[src/rtl/vaseg_pkg.sv]
package vaseg_pkg;

  typedef enum logic [1:0] {
    SEG_USER     = 2'd0,
    SEG_KCACHED  = 2'd1,
    SEG_KUNCACHE = 2'd2,
    SEG_KMAPPED  = 2'd3
  } segT;

  typedef enum logic [1:0] {
    SZ_BYTE  = 2'd0,
    SZ_HALF  = 2'd1,
    SZ_WORD  = 2'd2,
    SZ_WORD2 = 2'd3
  } sizeT;

  localparam logic [1:0] KIND_FETCH = 2'd0;
  localparam logic [1:0] KIND_STORE = 2'd2;

  localparam logic [3:0] EXC_NONE = 4'd0;
  localparam logic [3:0] EXC_MOD  = 4'd1;
  localparam logic [3:0] EXC_TLBL = 4'd2;
  localparam logic [3:0] EXC_TLBS = 4'd3;
  localparam logic [3:0] EXC_ADEL = 4'd4;
  localparam logic [3:0] EXC_ADES = 4'd5;

  // strobes from the control to the datapath
  typedef struct packed {
    logic squash;       // fault: drive a quiet address
    logic directMap;    // strip the window bits instead of using the TLB
    logic directCached; // cacheability for a direct window
  } xlateStrobeT;

endpackage

[src/rtl/vaseg_ctrl.sv]
module vaseg_ctrl
  import vaseg_pkg::*;
#(
  parameter int ADDR_W = 32
) (
  input  logic [ADDR_W-1:0] vaddr,
  input  logic [1:0]        accKind,
  input  logic [1:0]        accSize,
  input  logic              userMode,
  input  logic              tlbHit,
  input  logic              tlbValid,
  input  logic              tlbDirty,
  output xlateStrobeT       strobe,
  output logic              fault,
  output logic [3:0]        excCode,
  output logic              refillVec
);

  localparam int TOP = ADDR_W - 1;

  segT  seg;
  sizeT effSize;
  logic isStore;
  logic isFetch;
  logic misaligned;
  logic privErr;
  logic addrErr;
  logic mappedSeg;
  logic tlbMiss;
  logic modErr;

  // segment from the top three address bits
  always_comb begin
    if (!vaddr[TOP])                 seg = SEG_USER;
    else if (vaddr[TOP-1])           seg = SEG_KMAPPED;
    else if (vaddr[TOP-2])           seg = SEG_KUNCACHE;
    else                             seg = SEG_KCACHED;
  end

  always_comb begin
    isStore   = (accKind == KIND_STORE);
    isFetch   = (accKind == KIND_FETCH);
    effSize   = isFetch ? SZ_WORD : sizeT'(accSize);
    unique case (effSize)
      SZ_BYTE: misaligned = 1'b0;
      SZ_HALF: misaligned = vaddr[0];
      default: misaligned = (vaddr[1:0] != 2'b00);
    endcase
    privErr   = userMode && (seg != SEG_USER);
    addrErr   = misaligned || privErr;
    mappedSeg = (seg == SEG_USER) || (seg == SEG_KMAPPED);
    tlbMiss   = mappedSeg && (!tlbHit || !tlbValid);
    modErr    = mappedSeg && isStore && tlbHit && tlbValid && !tlbDirty;
  end

  // fault priority: address error, then miss, then write protect
  always_comb begin
    fault     = 1'b1;
    refillVec = 1'b0;
    if (addrErr) begin
      excCode = isStore ? EXC_ADES : EXC_ADEL;
    end else if (tlbMiss) begin
      excCode   = isStore ? EXC_TLBS : EXC_TLBL;
      refillVec = (seg == SEG_USER) && !tlbHit;
    end else if (modErr) begin
      excCode = EXC_MOD;
    end else begin
      excCode = EXC_NONE;
      fault   = 1'b0;
    end
  end

  always_comb begin
    strobe.squash       = fault;
    strobe.directMap    = !mappedSeg;
    strobe.directCached = (seg == SEG_KCACHED);
  end

  always_comb begin
    a_r9_refill_user_absent: assert (!refillVec || (fault && !vaddr[TOP] && !tlbHit))
      else $error("refill entry chosen outside an absent user miss");
    a_r11_quiet_code: assert (fault || (excCode == EXC_NONE && !refillVec))
      else $error("code or refill raised without a fault");
    a_r5_user_kernel: assert (!(userMode && vaddr[TOP]) ||
                              (fault && (excCode == EXC_ADEL || excCode == EXC_ADES)))
      else $error("user access to kernel space not an address error");
    a_r7_addr_first: assert (!(fault && excCode >= EXC_ADEL) || !refillVec)
      else $error("address error routed to refill entry");
  end

endmodule

[src/rtl/vaseg_datapath.sv]
module vaseg_datapath
  import vaseg_pkg::*;
#(
  parameter int ADDR_W    = 32,
  parameter int PAGE_BITS = 12,
  parameter int WIN_BITS  = 3
) (
  input  logic [ADDR_W-1:0]           vaddr,
  input  logic [ADDR_W-PAGE_BITS-1:0] tlbPfn,
  input  logic                        tlbNoCache,
  input  xlateStrobeT                 strobe,
  output logic [ADDR_W-1:0]           paddr,
  output logic                        cacheable
);

  localparam int LOW_W = ADDR_W - WIN_BITS;

  logic [ADDR_W-1:0] directAddr;
  logic [ADDR_W-1:0] mappedAddr;

  always_comb begin
    directAddr = {{WIN_BITS{1'b0}}, vaddr[LOW_W-1:0]};
    mappedAddr = {tlbPfn, vaddr[PAGE_BITS-1:0]};
    if (strobe.squash) begin
      paddr     = '0;
      cacheable = 1'b0;
    end else if (strobe.directMap) begin
      paddr     = directAddr;
      cacheable = strobe.directCached;
    end else begin
      paddr     = mappedAddr;
      cacheable = !tlbNoCache;
    end
  end

  always_comb begin
    a_r2_window_cleared: assert (strobe.squash || !strobe.directMap ||
                                 paddr[ADDR_W-1 -: WIN_BITS] == '0)
      else $error("direct window bits not cleared");
    a_r3_uncached_window: assert (!strobe.directMap || strobe.directCached || !cacheable)
      else $error("uncached window reported cacheable");
    a_r11_squash_quiet: assert (!strobe.squash || (paddr == '0 && !cacheable))
      else $error("faulting access drove an address");
  end

endmodule

[src/rtl/vaseg_check.sv]
module vaseg_check
  import vaseg_pkg::*;
#(
  parameter int ADDR_W    = 32,
  parameter int PAGE_BITS = 12,
  localparam int PFN_W    = ADDR_W - PAGE_BITS
) (
  input  logic [ADDR_W-1:0] vaddr,
  input  logic [1:0]        accKind,
  input  logic [1:0]        accSize,
  input  logic              userMode,
  input  logic              tlbHit,
  input  logic              tlbValid,
  input  logic              tlbDirty,
  input  logic              tlbNoCache,
  input  logic [PFN_W-1:0]  tlbPfn,
  output logic [ADDR_W-1:0] paddr,
  output logic              cacheable,
  output logic              fault,
  output logic [3:0]        excCode,
  output logic              refillVec
);

  xlateStrobeT strobe;

  vaseg_ctrl #(.ADDR_W(ADDR_W)) uCtrl (
    .vaddr     (vaddr),
    .accKind   (accKind),
    .accSize   (accSize),
    .userMode  (userMode),
    .tlbHit    (tlbHit),
    .tlbValid  (tlbValid),
    .tlbDirty  (tlbDirty),
    .strobe    (strobe),
    .fault     (fault),
    .excCode   (excCode),
    .refillVec (refillVec)
  );

  vaseg_datapath #(.ADDR_W(ADDR_W), .PAGE_BITS(PAGE_BITS)) uData (
    .vaddr      (vaddr),
    .tlbPfn     (tlbPfn),
    .tlbNoCache (tlbNoCache),
    .strobe     (strobe),
    .paddr      (paddr),
    .cacheable  (cacheable)
  );

endmodule

[config.mk]
export PLATFORM = sky130hd
export DESIGN_NAME = vaseg_check
export DESIGN_NICKNAME = d
export VERILOG_FILES = /design/src/rtl/vaseg_pkg.sv /design/src/rtl/vaseg_ctrl.sv /design/src/rtl/vaseg_datapath.sv /design/src/rtl/vaseg_check.sv
export SDC_FILE = /design/constraint.sdc
export NUM_CORES = 1
export LEC_CHECK = 0
export BUFFER_PORTS_ARGS = -buffer_cell sky130_fd_sc_hd__clkbuf_2
export CAP_MARGIN = 25
export CORE_UTILIZATION = 30
export DETAILED_ROUTE_END_ITERATION = 12
export PLACE_DENSITY_LB_ADDON = 0.05
export SLEW_MARGIN = 20
export SYNTH_ARGS = -nofsm -noshare
export SYNTH_HDL_FRONTEND = slang
export SYNTH_SLANG_ARGS = --single-unit
[constraint.sdc]
create_clock -name vclk -period 2.9
set_clock_uncertainty 0.05 [all_clocks]
set_input_delay 0.725 -clock vclk [all_inputs]
set_output_delay 0.725 -clock vclk [all_outputs]
set_load 0.02 [all_outputs]
---- Word level (Yosys, flattened, before mapping) ----
Cells that the tools add are included.
storage, ports and cells
  register bits ........................... 0
  input bits .............................. 61
  output and inout bits ................... 39
  word-level logic and storage cells ...... 42
cells by class
  equal/unequal tests ..................... 4
  muxes and demuxes ....................... 19
  reduce and logical (&&, ||, !) cells .... 19
operators by type and width
  operator                                                                count
  32-bit two-way mux                                                      2
  1-bit two-way mux                                                       10
  2-bit two-way mux                                                       4
  4-bit two-way mux                                                       2
  1-bit logical AND                                                       7
  2-bit zero test                                                         3
  2-bit by 1-bit equality test with 1-bit output (second input constant)  2
  2-bit equality test (second input constant)                             2
  1-bit zero test                                                         4
  2-bit nonzero test                                                      2
  1-bit logical OR                                                        3
  1-bit case mux with 2 select lines                                      1

---- Logic depth before layout (Yosys ltp) ----
  word-level depth ........................ 13
  depth in mapped cells ................... 8
  depth with buffers taken out ............ 7

---- Cells and area by module ----
From an unflattened synthesis, not the netlist that was laid out.
unflattened totals
  cell total of the unflattened synthesis .. 79
  area total of the unflattened synthesis .. 513.0 um^2
by module, submodules not included
  module          times used  cells each  area an instance (um^2)  sequential area each (um^2)
  vaseg_datapath  1           58          379.1                    0.0
  vaseg_ctrl      1           21          133.9                    0.0

---- Worst setup path before layout ----
No wires, ideal clock.
  path type ............................... input-to-output
  start point ............................. input vaddr[29]
  end point ............................... output cacheable
  arrival ................................. 2.677 ns
  data required time ...................... 2.125 ns
  path slack .............................. -0.552 ns
  stages on the path ...................... 6
  buffers on the path ..................... 0
  cells stage by stage .................... inv_1 > o21a_1 > ha_1 > a21bo_2 > nand3_1 > a2111oi_0
between the ends
  longest elaborated chain between the ends .. 13
  elaborated cells on any way between the ends .. 20
  classes of those cells .................. 2 x eq/ne; 8 x mux; 10 x reduce/logical
RTL lines
  element                                                        RTL line              RTL
  start: declaration                                             vaseg_check.sv:8      input logic [ADDR_W-1:0] vaddr,
  2-bit two-way mux (*)                                          vaseg_ctrl.sv:36      else if (vaddr[TOP-2]) seg = SEG_KUNCACHE;
  2-bit two-way mux (*)                                          vaseg_ctrl.sv:35      else if (vaddr[TOP-1]) seg = SEG_KMAPPED;
  2-bit two-way mux (*)                                          vaseg_ctrl.sv:34      if (!vaddr[TOP]) seg = SEG_USER;
  2-bit equality test / 2-bit zero test (equally long branches)  vaseg_ctrl.sv:51      mappedSeg = (seg == SEG_USER) || (seg == SEG_KMAPPED);
  1-bit logical OR                                               vaseg_ctrl.sv:51
  1-bit logical AND (4 in series)                                vaseg_ctrl.sv:53      modErr = mappedSeg && isStore && tlbHit && tlbValid && !tlbDirty;
  1-bit two-way mux                                              vaseg_ctrl.sv:65      end else if (modErr) begin
  1-bit two-way mux                                              vaseg_ctrl.sv:62      end else if (tlbMiss) begin
  1-bit two-way mux                                              vaseg_ctrl.sv:60      if (addrErr) begin
  1-bit two-way mux (*)                                          vaseg_datapath.sv:24  if (strobe.squash) begin
  end: declaration                                               vaseg_check.sv:18     output logic cacheable,
Mark *: on every way between the ends. The rest lies on a longest branch, timed or not.

---- Final worst setup path ----
  start point ............................. input vaddr[30]
  end point ............................... output paddr[26]
between the ends
  longest elaborated chain between the ends .. 12
  elaborated cells on any way between the ends .. 18
  classes of those cells .................. 1 x eq/ne; 7 x mux; 10 x reduce/logical
RTL lines
  element                                                        RTL line              RTL
  2-bit two-way mux (*)                                          vaseg_ctrl.sv:35
  2-bit two-way mux (*)                                          vaseg_ctrl.sv:34
  2-bit equality test / 2-bit zero test (equally long branches)  vaseg_ctrl.sv:51
  1-bit logical OR                                               vaseg_ctrl.sv:51
  1-bit logical AND (4 in series)                                vaseg_ctrl.sv:53
  1-bit two-way mux                                              vaseg_ctrl.sv:65
  1-bit two-way mux                                              vaseg_ctrl.sv:62
  1-bit two-way mux                                              vaseg_ctrl.sv:60
  32-bit two-way mux (*)                                         vaseg_datapath.sv:24
  end: declaration                                               vaseg_check.sv:17     output logic [ADDR_W-1:0] paddr,
Marked as above.

==> key figures <==
Run status
  – Status: finished with violations
  – Failing checks: negative setup slack

Placed design
  – Gpl congestion: 0.6588
  – Placed cells: 226
  – Final HPWL from detailed placement: 1.892 mm
  – IO Port Bufs: 99

Detailed routing
  – DR pass1 iterations: 4
  – DR vias: 1,182
  – Met1 WL: 1.280 mm
  – Met2 WL: 1.979 mm
  – DRT iter0 DRCs: 6
  – Met3 Routed Length: 249 µm
  – Wire per inst: 15.30 µm
  – WL final: 3.565 mm
  – Max layer used: met4
  – DRC: 0
  – Via/cell ratio: 5.073
  – ANT nets after route: 0

Pwr
  – P per Cell Area: 226.3 mW/mm²
  – Leak Pwr: 0.9479 nW
  – Design Power: 0.4021 mW
  – VDD IR max: 0.1994 mV

Job
  – Max-Cap Viols: 0

Worst setup path
  – Worst Path Required: 2.12 ns
  – CP Max Fanout: 5
  – WP data arrival: 2.32 ns
  – Most used cell, CP: clkbuf_2
  – Crit. End Element: primary output
  – Worst setup path end: paddr[26]
  – CP max stage delay: 0.30 ns
  – Startpoint type of the worst setup path: input pin
  – Crit-path cells: clkbuf_2, o21a_4, ha_4, nand3_4, o32ai_4, buf_6, clkbuf_16, nor3_2, clkbuf_2
  – Slowest stage cell, crit path: ha_4
  – CP Launch Point: vaddr[30]
  – Setup CP Type: input pin to primary output

Layout
  – Final Instance Count excl. Fillers: 233
  – Layout Utilization: 0.9056
  – Fillers: 99
  – Nets: 271
  – Layout cells sized above 1: 0.7379
  – Area grow syn2layout: 184.6%
  – Layout clock buffers: 0
  – Ant. Diodes: 0
  – Seq. cell area: 0 µm²
  – FF+latch count: 0

Floorplan
  – Ports: 100
  – Core footprint: 0.001962 mm²
  – Die X: 47.62 µm
  – Die H: 47.62 µm
  – Initial Util: 0.3182
  – Site Rows: 16
  – Full die area: 0.002268 mm²

Timing
  – Fin. Hold Viols: 0
  – # setup viols final: 36
  – Slack of the critical path: -0.1927 ns
  – Tcrit/Tclk final: 1.066
  – Fmax: 0.3233 GHz
  – Setup TNS: -5.923 ns
  – RSZ-0062 raised after global routing: true
  – Final min period: 3.093 ns
  – Fin. max-slew vios: 0

Synthesis
  – Yosys cell types: 23
  – Yosys warns: 0
  – Post-Syn Nets: 161
  – Synth area leader: mux2i_1
  – Mapped Area: 624.3 µm²
  – Mapped Cells: 98
  – Synth area leaders: mux2i_1 27%, nor3_1 23%, inv_1 8.4%
  – Sequential element share of the synthesized area: 0
  – Synth top area share: 0.2725
  – Syn Area/Cell: 6.371 µm²

Hold path
  – Hold/Removal Path Class: input pin to primary output

GRT
  – Vias in the first global route: 788
  – Initial antenna violation count: 0
  – Global route overflow: 0
  – Tot GR Track Use: 0.1817
  – Largest net degree at the start of global routing: 20
  – First-pass GRT wire length: 3.111 mm

Clock network
  – Post-cts hold buffer count: 0
==> report_power, final <==
part / internal, mW / total [mW] / switching (mW)
clock network: 0 / 0 / 0
registers: 0 / 0 / 0
logic: 0.197 / 0.402 / 0.205
total: 0.197 / 0.402 / 0.205
==> cells in the final DEF (no fill, tap or decap), types with 3 or more instances in the layout <==
master    count
buf_6        17
buf_2         5
nor3_4       11
nor3_1        9
mux2i_1      17
buf_12        3
buf_4        18
buf_8         3
clkbuf_2     67
nor3_2        9
nand4_1       3
inv_1        13
nor2_1        6
==> how the worst min path moves through the flow <==
stage	cells past startpoint	from	slack, ns	end
after floorplan	1	tlbHit	1.48	refillVec
after global placement	4	vaddr[9]	1.70	paddr[9]
after detailed placement	3	tlbNoCache	1.70	cacheable
after CTS	4	vaddr[8]	1.70	paddr[8]
after global routing	4	vaddr[4]	1.72	paddr[4]
final	4	vaddr[8]	1.70	paddr[8]
==> cell type report <==
type	count	area, µm²	area share
inverter	14	57.56	0.03239
tap	27	33.78	0.01901
multi-input combinational	74	780.7	0.4394
timing repair buffer	118	904.6	0.5092
==> cell usage after synthesis <==
library cell and n:
mux2i_1 17, o21ba_2 2, a21bo_2 1, ha_1 2
o21ai_0 1, and3_1 1, o211ai_1 1, nor4b_1 1
o21a_1 1, inv_1 14, o32ai_4 1, buf_4 2
nand3_1 2, nand2b_1 2, nor2_1 6, conb_1 1
or2_2 1, a2111oi_0 1, nand4_1 3, nand2_1 1
buf_2 6, clkbuf_1 2, nor3_1 29
==> logic make-up (layout without fill, tap and decap cells) <==
logic type | Yosys count | in the layout | share of synthesized area
AND/OR/NAND/NOR | 46 | 46 | 0.3748
buffers and inverters | 24 | 132 | 0.1683
multiplexers | 17 | 17 | 0.2725
AO/OA/AOI/OAI | 8 | 8 | 0.1383
adder cells (fa/ha/maj) | 2 | 2 | 0.04007
other | 1 | 1 | 0.006006
==> through the flow <==
stage	area [µm²]	hold slack (ns)	setup slack, ns
floorplan	686.9	1.485	-0.1469
global placement	1279	1.700	-0.2386
detailed placement	1279	1.699	-0.2670
CTS	1548	1.703	-0.1171
global route	1777	1.719	-0.2394
finish	1777	1.698	-0.1927
==> metal layers <==
layer	GRT usage	vias up
met2	0.3836	62
met1	0.2094	547
met4	0	0
met5	0	-
li1	-	565
met3	0.007547	8
==> worst max-delay path, delay by kind of cell <==
| kind | cells | cell delay (ns) |
|---|---|---|
| compound gates | 2 | 0.53 |
| fa+ha+maj | 1 | 0.30 |
| buf+inv | 4 | 0.65 |
| simple gates | 2 | 0.11 |
==> timing repair <==
| action | CTS | global route |
|---|---|---|
| gates cloned | 2 | 2 |
| hold endpoints to repair | 0 | 0 |
| gates resized for setup | 46 | 72 |
| pin swaps | 6 | 7 |
| buffers inserted | 3 | 0 |
| setup endpoints to repair | 37 | 37 |
Power figures use the tool's default switching activity.
